===== config.mk =====
export PLATFORM = sky130hd
export DESIGN_NAME = i2c_devsel_target
export DESIGN_NICKNAME = d
export VERILOG_FILES = /design/src/rtl/i2c_tgt_pkg.sv /design/src/rtl/i2c_bus_sync.sv /design/src/rtl/i2c_reg_bank.sv /design/src/rtl/i2c_tgt_ctrl.sv /design/src/rtl/i2c_devsel_target.sv
export SDC_FILE = /design/constraint.sdc
export NUM_CORES = 1
export LEC_CHECK = 0
export BUFFER_PORTS_ARGS = -buffer_cell sky130_fd_sc_hd__clkbuf_2
export CORE_UTILIZATION = 55
export DETAILED_ROUTE_END_ITERATION = 12
export GPL_ROUTABILITY_DRIVEN = 0
export MAX_ROUTING_LAYER = met4
export PLACE_DENSITY = 0.71
export SETUP_SLACK_MARGIN = 0.05
export SLEW_MARGIN = 20
export SYNTH_ARGS = -nofsm -noshare
export SYNTH_HDL_FRONTEND = slang
export SYNTH_HIERARCHICAL = 1
export SYNTH_SLANG_ARGS = --single-unit

===== constraint.sdc =====
create_clock -name clk -period 6 [get_ports clk]
set_clock_uncertainty 0.15 [all_clocks]
set_input_delay 0.6 -clock clk [delete_from_list [all_inputs] [get_ports clk]]
set_output_delay 0.6 -clock clk [all_outputs]
set_load 0.01 [all_outputs]

===== src/rtl/i2c_tgt_pkg.sv =====
package i2c_tgt_pkg;

    typedef enum logic [2:0] {
        ST_IDLE,
        ST_ADDR,
        ST_ADDR_ACK,
        ST_WR,
        ST_WR_ACK,
        ST_RD,
        ST_RD_ACK,
        ST_HOLD
    } tgt_state_e;

    typedef struct packed {
        logic scl;
        logic sda;
        logic scl_rise;
        logic scl_fall;
        logic start;
        logic stop;
    } bus_ev_t;

endpackage


===== src/rtl/i2c_bus_sync.sv =====
module i2c_bus_sync #(
    parameter int SYNC_STAGES = 2
) (
    input  logic                  clk,
    input  logic                  rst_n,
    input  logic                  scl_i,
    input  logic                  sda_i,
    output i2c_tgt_pkg::bus_ev_t  ev_o
);
    typedef struct packed {
        logic [SYNC_STAGES-1:0] scl;
        logic [SYNC_STAGES-1:0] sda;
        logic                   scl_p;
        logic                   sda_p;
    } sync_t;

    sync_t q, d;
    logic  scl_s, sda_s;

    assign scl_s = q.scl[SYNC_STAGES-1];
    assign sda_s = q.sda[SYNC_STAGES-1];

    always_comb begin
        d       = q;
        d.scl   = {q.scl[SYNC_STAGES-2:0], scl_i};
        d.sda   = {q.sda[SYNC_STAGES-2:0], sda_i};
        d.scl_p = scl_s;
        d.sda_p = sda_s;
    end

    always_ff @(posedge clk or negedge rst_n) begin
        if (!rst_n) q <= '1;
        else        q <= d;
    end

    always_comb begin
        ev_o.scl      = scl_s;
        ev_o.sda      = sda_s;
        ev_o.scl_rise = scl_s & ~q.scl_p;
        ev_o.scl_fall = ~scl_s & q.scl_p;
        ev_o.start    = scl_s & q.scl_p & q.sda_p & ~sda_s;
        ev_o.stop     = scl_s & q.scl_p & ~q.sda_p & sda_s;
    end
endmodule


===== src/rtl/i2c_reg_bank.sv =====
module i2c_reg_bank #(
    parameter int DEPTH = 16,
    localparam int AW   = $clog2(DEPTH),
    localparam int NB   = 2
) (
    input  logic          clk,
    input  logic          rst_n,
    input  logic          we_i,
    input  logic          wbank_i,
    input  logic [AW-1:0] waddr_i,
    input  logic [7:0]    wdata_i,
    input  logic          rbank_i,
    input  logic [AW-1:0] raddr_i,
    output logic [7:0]    rdata_o
);
    logic [NB-1:0][7:0] rd_all;

    for (genvar b = 0; b < NB; b++) begin : g_bank
        logic [7:0] mem_q [DEPTH];
        logic [7:0] mem_d [DEPTH];

        always_comb begin
            mem_d = mem_q;
            if (we_i && (wbank_i == 1'(b))) mem_d[waddr_i] = wdata_i;
        end

        always_ff @(posedge clk or negedge rst_n) begin
            if (!rst_n) begin
                for (int i = 0; i < DEPTH; i++) mem_q[i] <= '0;
            end else begin
                mem_q <= mem_d;
            end
        end

        assign rd_all[b] = mem_q[raddr_i];
    end

    assign rdata_o = rd_all[rbank_i];
endmodule


===== src/rtl/i2c_tgt_ctrl.sv =====
module i2c_tgt_ctrl
    import i2c_tgt_pkg::*;
#(
    parameter logic [3:0] TYPE_CODE = 4'b1010,
    parameter int         DEPTH     = 16,
    localparam int        AW        = $clog2(DEPTH),
    localparam int        BITS      = 8,
    localparam int        CW        = $clog2(BITS + 1)
) (
    input  logic          clk,
    input  logic          rst_n,
    input  bus_ev_t       ev_i,
    input  logic [1:0]    dev_sel_i,
    input  logic [7:0]    rdata_i,
    output logic          we_o,
    output logic [AW-1:0] waddr_o,
    output logic [7:0]    wdata_o,
    output logic          bank_o,
    output logic [AW-1:0] raddr_o,
    output logic          sda_oe_o,
    output logic          commit_o
);
    typedef struct packed {
        tgt_state_e    state;
        logic [CW-1:0] bitcnt;
        logic [7:0]    shreg;
        logic          bank;
        logic          rw;
        logic [AW-1:0] ptr;
        logic          first;
        logic          pend;
        logic          ack_seen;
        logic          oe;
        logic          commit;
        logic          we;
        logic [AW-1:0] waddr;
        logic [7:0]    wdata;
    } ctrl_t;

    ctrl_t q, d;
    logic  byte_done;

    assign byte_done = (q.bitcnt == CW'(BITS));

    always_comb begin
        d        = q;
        d.commit = 1'b0;
        d.we     = 1'b0;
        if (ev_i.stop) begin
            d.commit = q.pend;
            d.pend   = 1'b0;
            d.state  = ST_IDLE;
            d.oe     = 1'b0;
        end else if (ev_i.start) begin
            d.state  = ST_ADDR;
            d.bitcnt = '0;
            d.pend   = 1'b0;
            d.oe     = 1'b0;
        end else begin
            case (q.state)
                ST_ADDR: begin
                    if (ev_i.scl_rise) begin
                        d.shreg  = {q.shreg[6:0], ev_i.sda};
                        d.bitcnt = q.bitcnt + 1'b1;
                    end else if (ev_i.scl_fall && byte_done) begin
                        if (q.shreg[7:4] == TYPE_CODE && q.shreg[3:2] == dev_sel_i) begin
                            d.state = ST_ADDR_ACK;
                            d.oe    = 1'b1;
                            d.bank  = q.shreg[1];
                            d.rw    = q.shreg[0];
                        end else begin
                            d.state = ST_IDLE;
                        end
                    end
                end
                ST_ADDR_ACK: begin
                    if (ev_i.scl_fall) begin
                        d.bitcnt = '0;
                        if (q.rw) begin
                            d.state = ST_RD;
                            d.shreg = rdata_i;
                            d.oe    = ~rdata_i[7];
                        end else begin
                            d.state = ST_WR;
                            d.oe    = 1'b0;
                            d.first = 1'b1;
                        end
                    end
                end
                ST_WR: begin
                    if (ev_i.scl_rise) begin
                        d.shreg  = {q.shreg[6:0], ev_i.sda};
                        d.bitcnt = q.bitcnt + 1'b1;
                    end else if (ev_i.scl_fall && byte_done) begin
                        d.state = ST_WR_ACK;
                        d.oe    = 1'b1;
                        if (q.first) begin
                            d.ptr   = q.shreg[AW-1:0];
                            d.first = 1'b0;
                        end else begin
                            d.we    = 1'b1;
                            d.waddr = q.ptr;
                            d.wdata = q.shreg;
                            d.ptr   = q.ptr + 1'b1;
                            d.pend  = 1'b1;
                        end
                    end
                end
                ST_WR_ACK: begin
                    if (ev_i.scl_fall) begin
                        d.state  = ST_WR;
                        d.oe     = 1'b0;
                        d.bitcnt = '0;
                    end
                end
                ST_RD: begin
                    if (ev_i.scl_rise) begin
                        d.bitcnt = q.bitcnt + 1'b1;
                    end else if (ev_i.scl_fall) begin
                        if (byte_done) begin
                            d.state = ST_RD_ACK;
                            d.oe    = 1'b0;
                            d.ptr   = q.ptr + 1'b1;
                        end else begin
                            d.shreg = {q.shreg[6:0], 1'b0};
                            d.oe    = ~q.shreg[6];
                        end
                    end
                end
                ST_RD_ACK: begin
                    if (ev_i.scl_rise) begin
                        d.ack_seen = ~ev_i.sda;
                    end else if (ev_i.scl_fall) begin
                        if (q.ack_seen) begin
                            d.state  = ST_RD;
                            d.bitcnt = '0;
                            d.shreg  = rdata_i;
                            d.oe     = ~rdata_i[7];
                        end else begin
                            d.state = ST_HOLD;
                        end
                    end
                end
                default: ;
            endcase
        end
    end

    always_ff @(posedge clk or negedge rst_n) begin
        if (!rst_n) begin
            q       <= '0;
            q.state <= ST_IDLE;
        end else begin
            q <= d;
        end
    end

    assign we_o     = q.we;
    assign waddr_o  = q.waddr;
    assign wdata_o  = q.wdata;
    assign bank_o   = q.bank;
    assign raddr_o  = q.ptr;
    assign sda_oe_o = q.oe;
    assign commit_o = q.commit;

    // the pull-down only switches on while the synchronised clock is low
    p_drive_on_low_r3: assert property (@(posedge clk) disable iff (!rst_n)
        $rose(q.oe) |-> !ev_i.scl);

    // at most eight bits are counted per byte
    p_bitcnt_range_r3: assert property (@(posedge clk) disable iff (!rst_n)
        q.bitcnt <= CW'(BITS));

    // a foreign type code never gets an acknowledge
    p_no_ack_mismatch_r5: assert property (@(posedge clk) disable iff (!rst_n)
        (q.state == ST_ADDR && ev_i.scl_fall && byte_done && q.shreg[7:4] != TYPE_CODE
         && !ev_i.start && !ev_i.stop) |=> !q.oe);

    // SDA is released while the controller answers a read byte
    p_release_ninth_r7: assert property (@(posedge clk) disable iff (!rst_n)
        (q.state == ST_RD_ACK) |-> !q.oe);

    // commit is a single-cycle pulse
    p_commit_single_r8: assert property (@(posedge clk) disable iff (!rst_n)
        q.commit |=> !q.commit);

    // commit only appears once the block is back at idle
    p_commit_idle_r8: assert property (@(posedge clk) disable iff (!rst_n)
        q.commit |-> (q.state == ST_IDLE && !q.oe));
endmodule


===== src/rtl/i2c_devsel_target.sv =====
module i2c_devsel_target #(
    parameter logic [3:0] TYPE_CODE   = 4'b1010,
    parameter int         DEPTH       = 16,
    parameter int         SYNC_STAGES = 2,
    localparam int        AW          = $clog2(DEPTH)
) (
    input  logic       clk,
    input  logic       rst_n,
    input  logic       scl_i,
    input  logic       sda_i,
    input  logic [1:0] dev_sel_i,
    output logic       sda_oe_o,
    output logic       commit_o
);
    i2c_tgt_pkg::bus_ev_t ev;
    logic          we;
    logic [AW-1:0] waddr;
    logic [7:0]    wdata;
    logic          bank;
    logic [AW-1:0] raddr;
    logic [7:0]    rdata;

    i2c_bus_sync #(.SYNC_STAGES(SYNC_STAGES)) u_sync (
        .clk   (clk),
        .rst_n (rst_n),
        .scl_i (scl_i),
        .sda_i (sda_i),
        .ev_o  (ev)
    );

    i2c_tgt_ctrl #(.TYPE_CODE(TYPE_CODE), .DEPTH(DEPTH)) u_ctrl (
        .clk       (clk),
        .rst_n     (rst_n),
        .ev_i      (ev),
        .dev_sel_i (dev_sel_i),
        .rdata_i   (rdata),
        .we_o      (we),
        .waddr_o   (waddr),
        .wdata_o   (wdata),
        .bank_o    (bank),
        .raddr_o   (raddr),
        .sda_oe_o  (sda_oe_o),
        .commit_o  (commit_o)
    );

    i2c_reg_bank #(.DEPTH(DEPTH)) u_regs (
        .clk     (clk),
        .rst_n   (rst_n),
        .we_i    (we),
        .wbank_i (bank),
        .waddr_i (waddr),
        .wdata_i (wdata),
        .rbank_i (bank),
        .raddr_i (raddr),
        .rdata_o (rdata)
    );
endmodule


==> results.md <==
* Crit path required time at 6.30 ns
* Hold crit path type: register to register
* Total track usage at 0.257
* Min Tclk post-route at 3.68 ns
* Crit Path Category: register to register
* Fill cells at 1,905
* Leak at 7.15 nW
* # Post-CTS Setup Buffers at 0
* Post-DP HPWL at 18.7 mm
* Reg area at 7550 sq um
* First-pass GRT wire length at 49.7 mm
* Bufs on Longest Clock Path at 3
* Die height at 163 microns
* Starting Density at 0.564
* DR WL met2 at 14.7 mm
* Wire length on met3 at 1.65 mm
* RSZ-0062 raised after global routing: no
* Peak Freq at 271 MHz
* Crit-path max FO at 46
* Critical Path Start Type: register
* Number of max-cap violations at 0
* DR pass1 iterations at 5
* Largest net degree at the start of global routing at 170
* Iter 0 DRT Violations at 571
* Post-Place Cells at 1,213
* GRT overflow at 0
* Cell Rows at 58
* Hold Path Depth at 0
* CTS H-tree depth at 1
* Post-synthesis cell area at 14,300 sq um
* # setup viols final at 0
* DR WL/cell at 24.4 microns
* Syn nets at 966
* Share of layout cells above drive strength 1 at 0.479
* Routed wire length at 31.0 mm
* Top Metal Used: met4
* Hold Fails Final Rpt at 0
* # nets final at 928
* Crit. End Element: register
* Worst skew pair latency at 0.57 ns
* Total power at 4.07 mW
* Synth Area per Inst at 14.9 sq um
* Final period util at 0.614
* Slew Viols, Final at 0
* Synth warn at 6
* Total CTS buffers at 31
* I/O Pins at 8
* DR vias at 7,984
* M1 wire length at 14.0 mm
* Area grow syn2layout at 7.73%
* Post-route ant nets at 0
* Area of the multi-input gates at 6250 sq um
* Die width at 163 microns
* Clk sink count at 301
* Crit path arrival time at 3.99 ns
* Cts repair resizes at 0
* Peak VDD IR at 0.000224 V
* Ant diodes at 0
* Slew HR at 0.226
* CTS tree: done
* Initial antenna violation count at 0
* Power density of the placed cells at 264 nW/um^2
* Fin util at 0.608
* Vias in the first global route at 8,256
* Drt via density at 6.28
* Core Box Area at 25,300 sq um
* Final cell count without fillers at 1,272
* Cells on worst reg2reg path at 6
* Post-cts hold buffer count at 3
* Worst Tran Pin Value at 1.15 ns
* Clk root buf: clkbuf_16
* DRC at 0
* I/O Buffers at 7
* Post-Syn Instances at 957
* Status: complete, no violations
* TNS Setup at 0 ns
* Die area at 26,600 sq um
* Fin Hold WS at 0.213 ns
* CTS clk-pin slew, worst paths at 0.07 ns
==> cell usage in the layout, fill, tap and decap left out, types with 4 or more instances in the layout <==
cell type  instances
o22ai_1            7
nor3_2             4
mux2i_1            5
inv_1             13
mux2_4             6
nor3b_1            4
clkbuf_1           9
mux4_2            80
nor4bb_1           4
clkbuf_2           6
a21oi_1           13
a22o_1             7
nand2_1           32
dfrtp_1          285
mux2_2           279
clkbuf_16         31
nor2_1            21
buf_4              4
dfrtp_2            9
dfstp_2            6
clkbuf_8           9
nor3_1             4
nor2b_1           12
nand2b_1           5
o21ai_0           14
==> flip-flops by register name, summed over array words and instances (netlist names) <==
name                 flops
u_ctrl/we_o              1
u_ctrl/wdata_o           8
u_ctrl/sda_oe_o          1
u_ctrl/commit_o          1
u_ctrl/bank_o            1
u_ctrl/waddr_o           4
u_ctrl/q                19
u_regs/g_bank.mem_q    256
u_sync/ev_o              2
u_ctrl/raddr_o           4
u_sync/q                 2
u_sync/d                 2
==> report_power, final <==
group | internal [mW] | switching (mW)
clock | 1.10 | 0.769
sequential | 2.05 | 0.0246
combinational | 0.0363 | 0.0876
==> routing by layer <==
metal | global-route usage | vias up
li1 | - | 3482
met1 | 0.365 | 4246
met2 | 0.389 | 205
met3 | 0.0366 | 51
met4 | 0.0739 | 0
met5 | - | -
==> metrics by stage <==
| step | setup WS, ns | cell area, sq um |
|---|---|---|
| after CTS | 2.24 | 15400 |
| after global placement | 2.30 | 14300 |
| after global routing | 2.07 | 15400 |
| after floorplan | 3.06 | 14300 |
| after detailed placement | 2.25 | 14400 |
| final | 2.32 | 15400 |
==> worst max-delay path: stages (launching register included) <==
cell,delay (ns)
dfrtp_4,1.03
buf_4,0.53
mux4_2,0.56
mux4_2,0.49
mux2_2,0.27
a22o_1,0.20
mux2_2,0.26
==> layout make-up <==
type | instances | share of cell area
clock buffers | 49 | 0.0606
clock inverters | 7 | 0.00455
inverters | 13 | 0.00317
multi-input cells | 557 | 0.406
flip-flops and latches | 301 | 0.491
well taps | 330 | 0.0268
repair buffers | 15 | 0.00813
==> worst paths after layout <==
check | start | end | slack, ns
max | u_ctrl/raddr_o[1] | u_ctrl/q[27] | 2.32
min | u_sync/d[5] | u_sync/ev_o[5] | 0.21
max reg2reg | u_ctrl/raddr_o[1] | u_ctrl/q[27] | 2.32
min reg2reg | u_sync/d[5] | u_sync/ev_o[5] | 0.21
max in group asynchronous | rst_n | u_regs/g_bank[0].mem_q[119] | 3.89
min in group asynchronous | rst_n | u_regs/g_bank[1].mem_q[28] | 0.49
(Power assumes the default switching activity.)
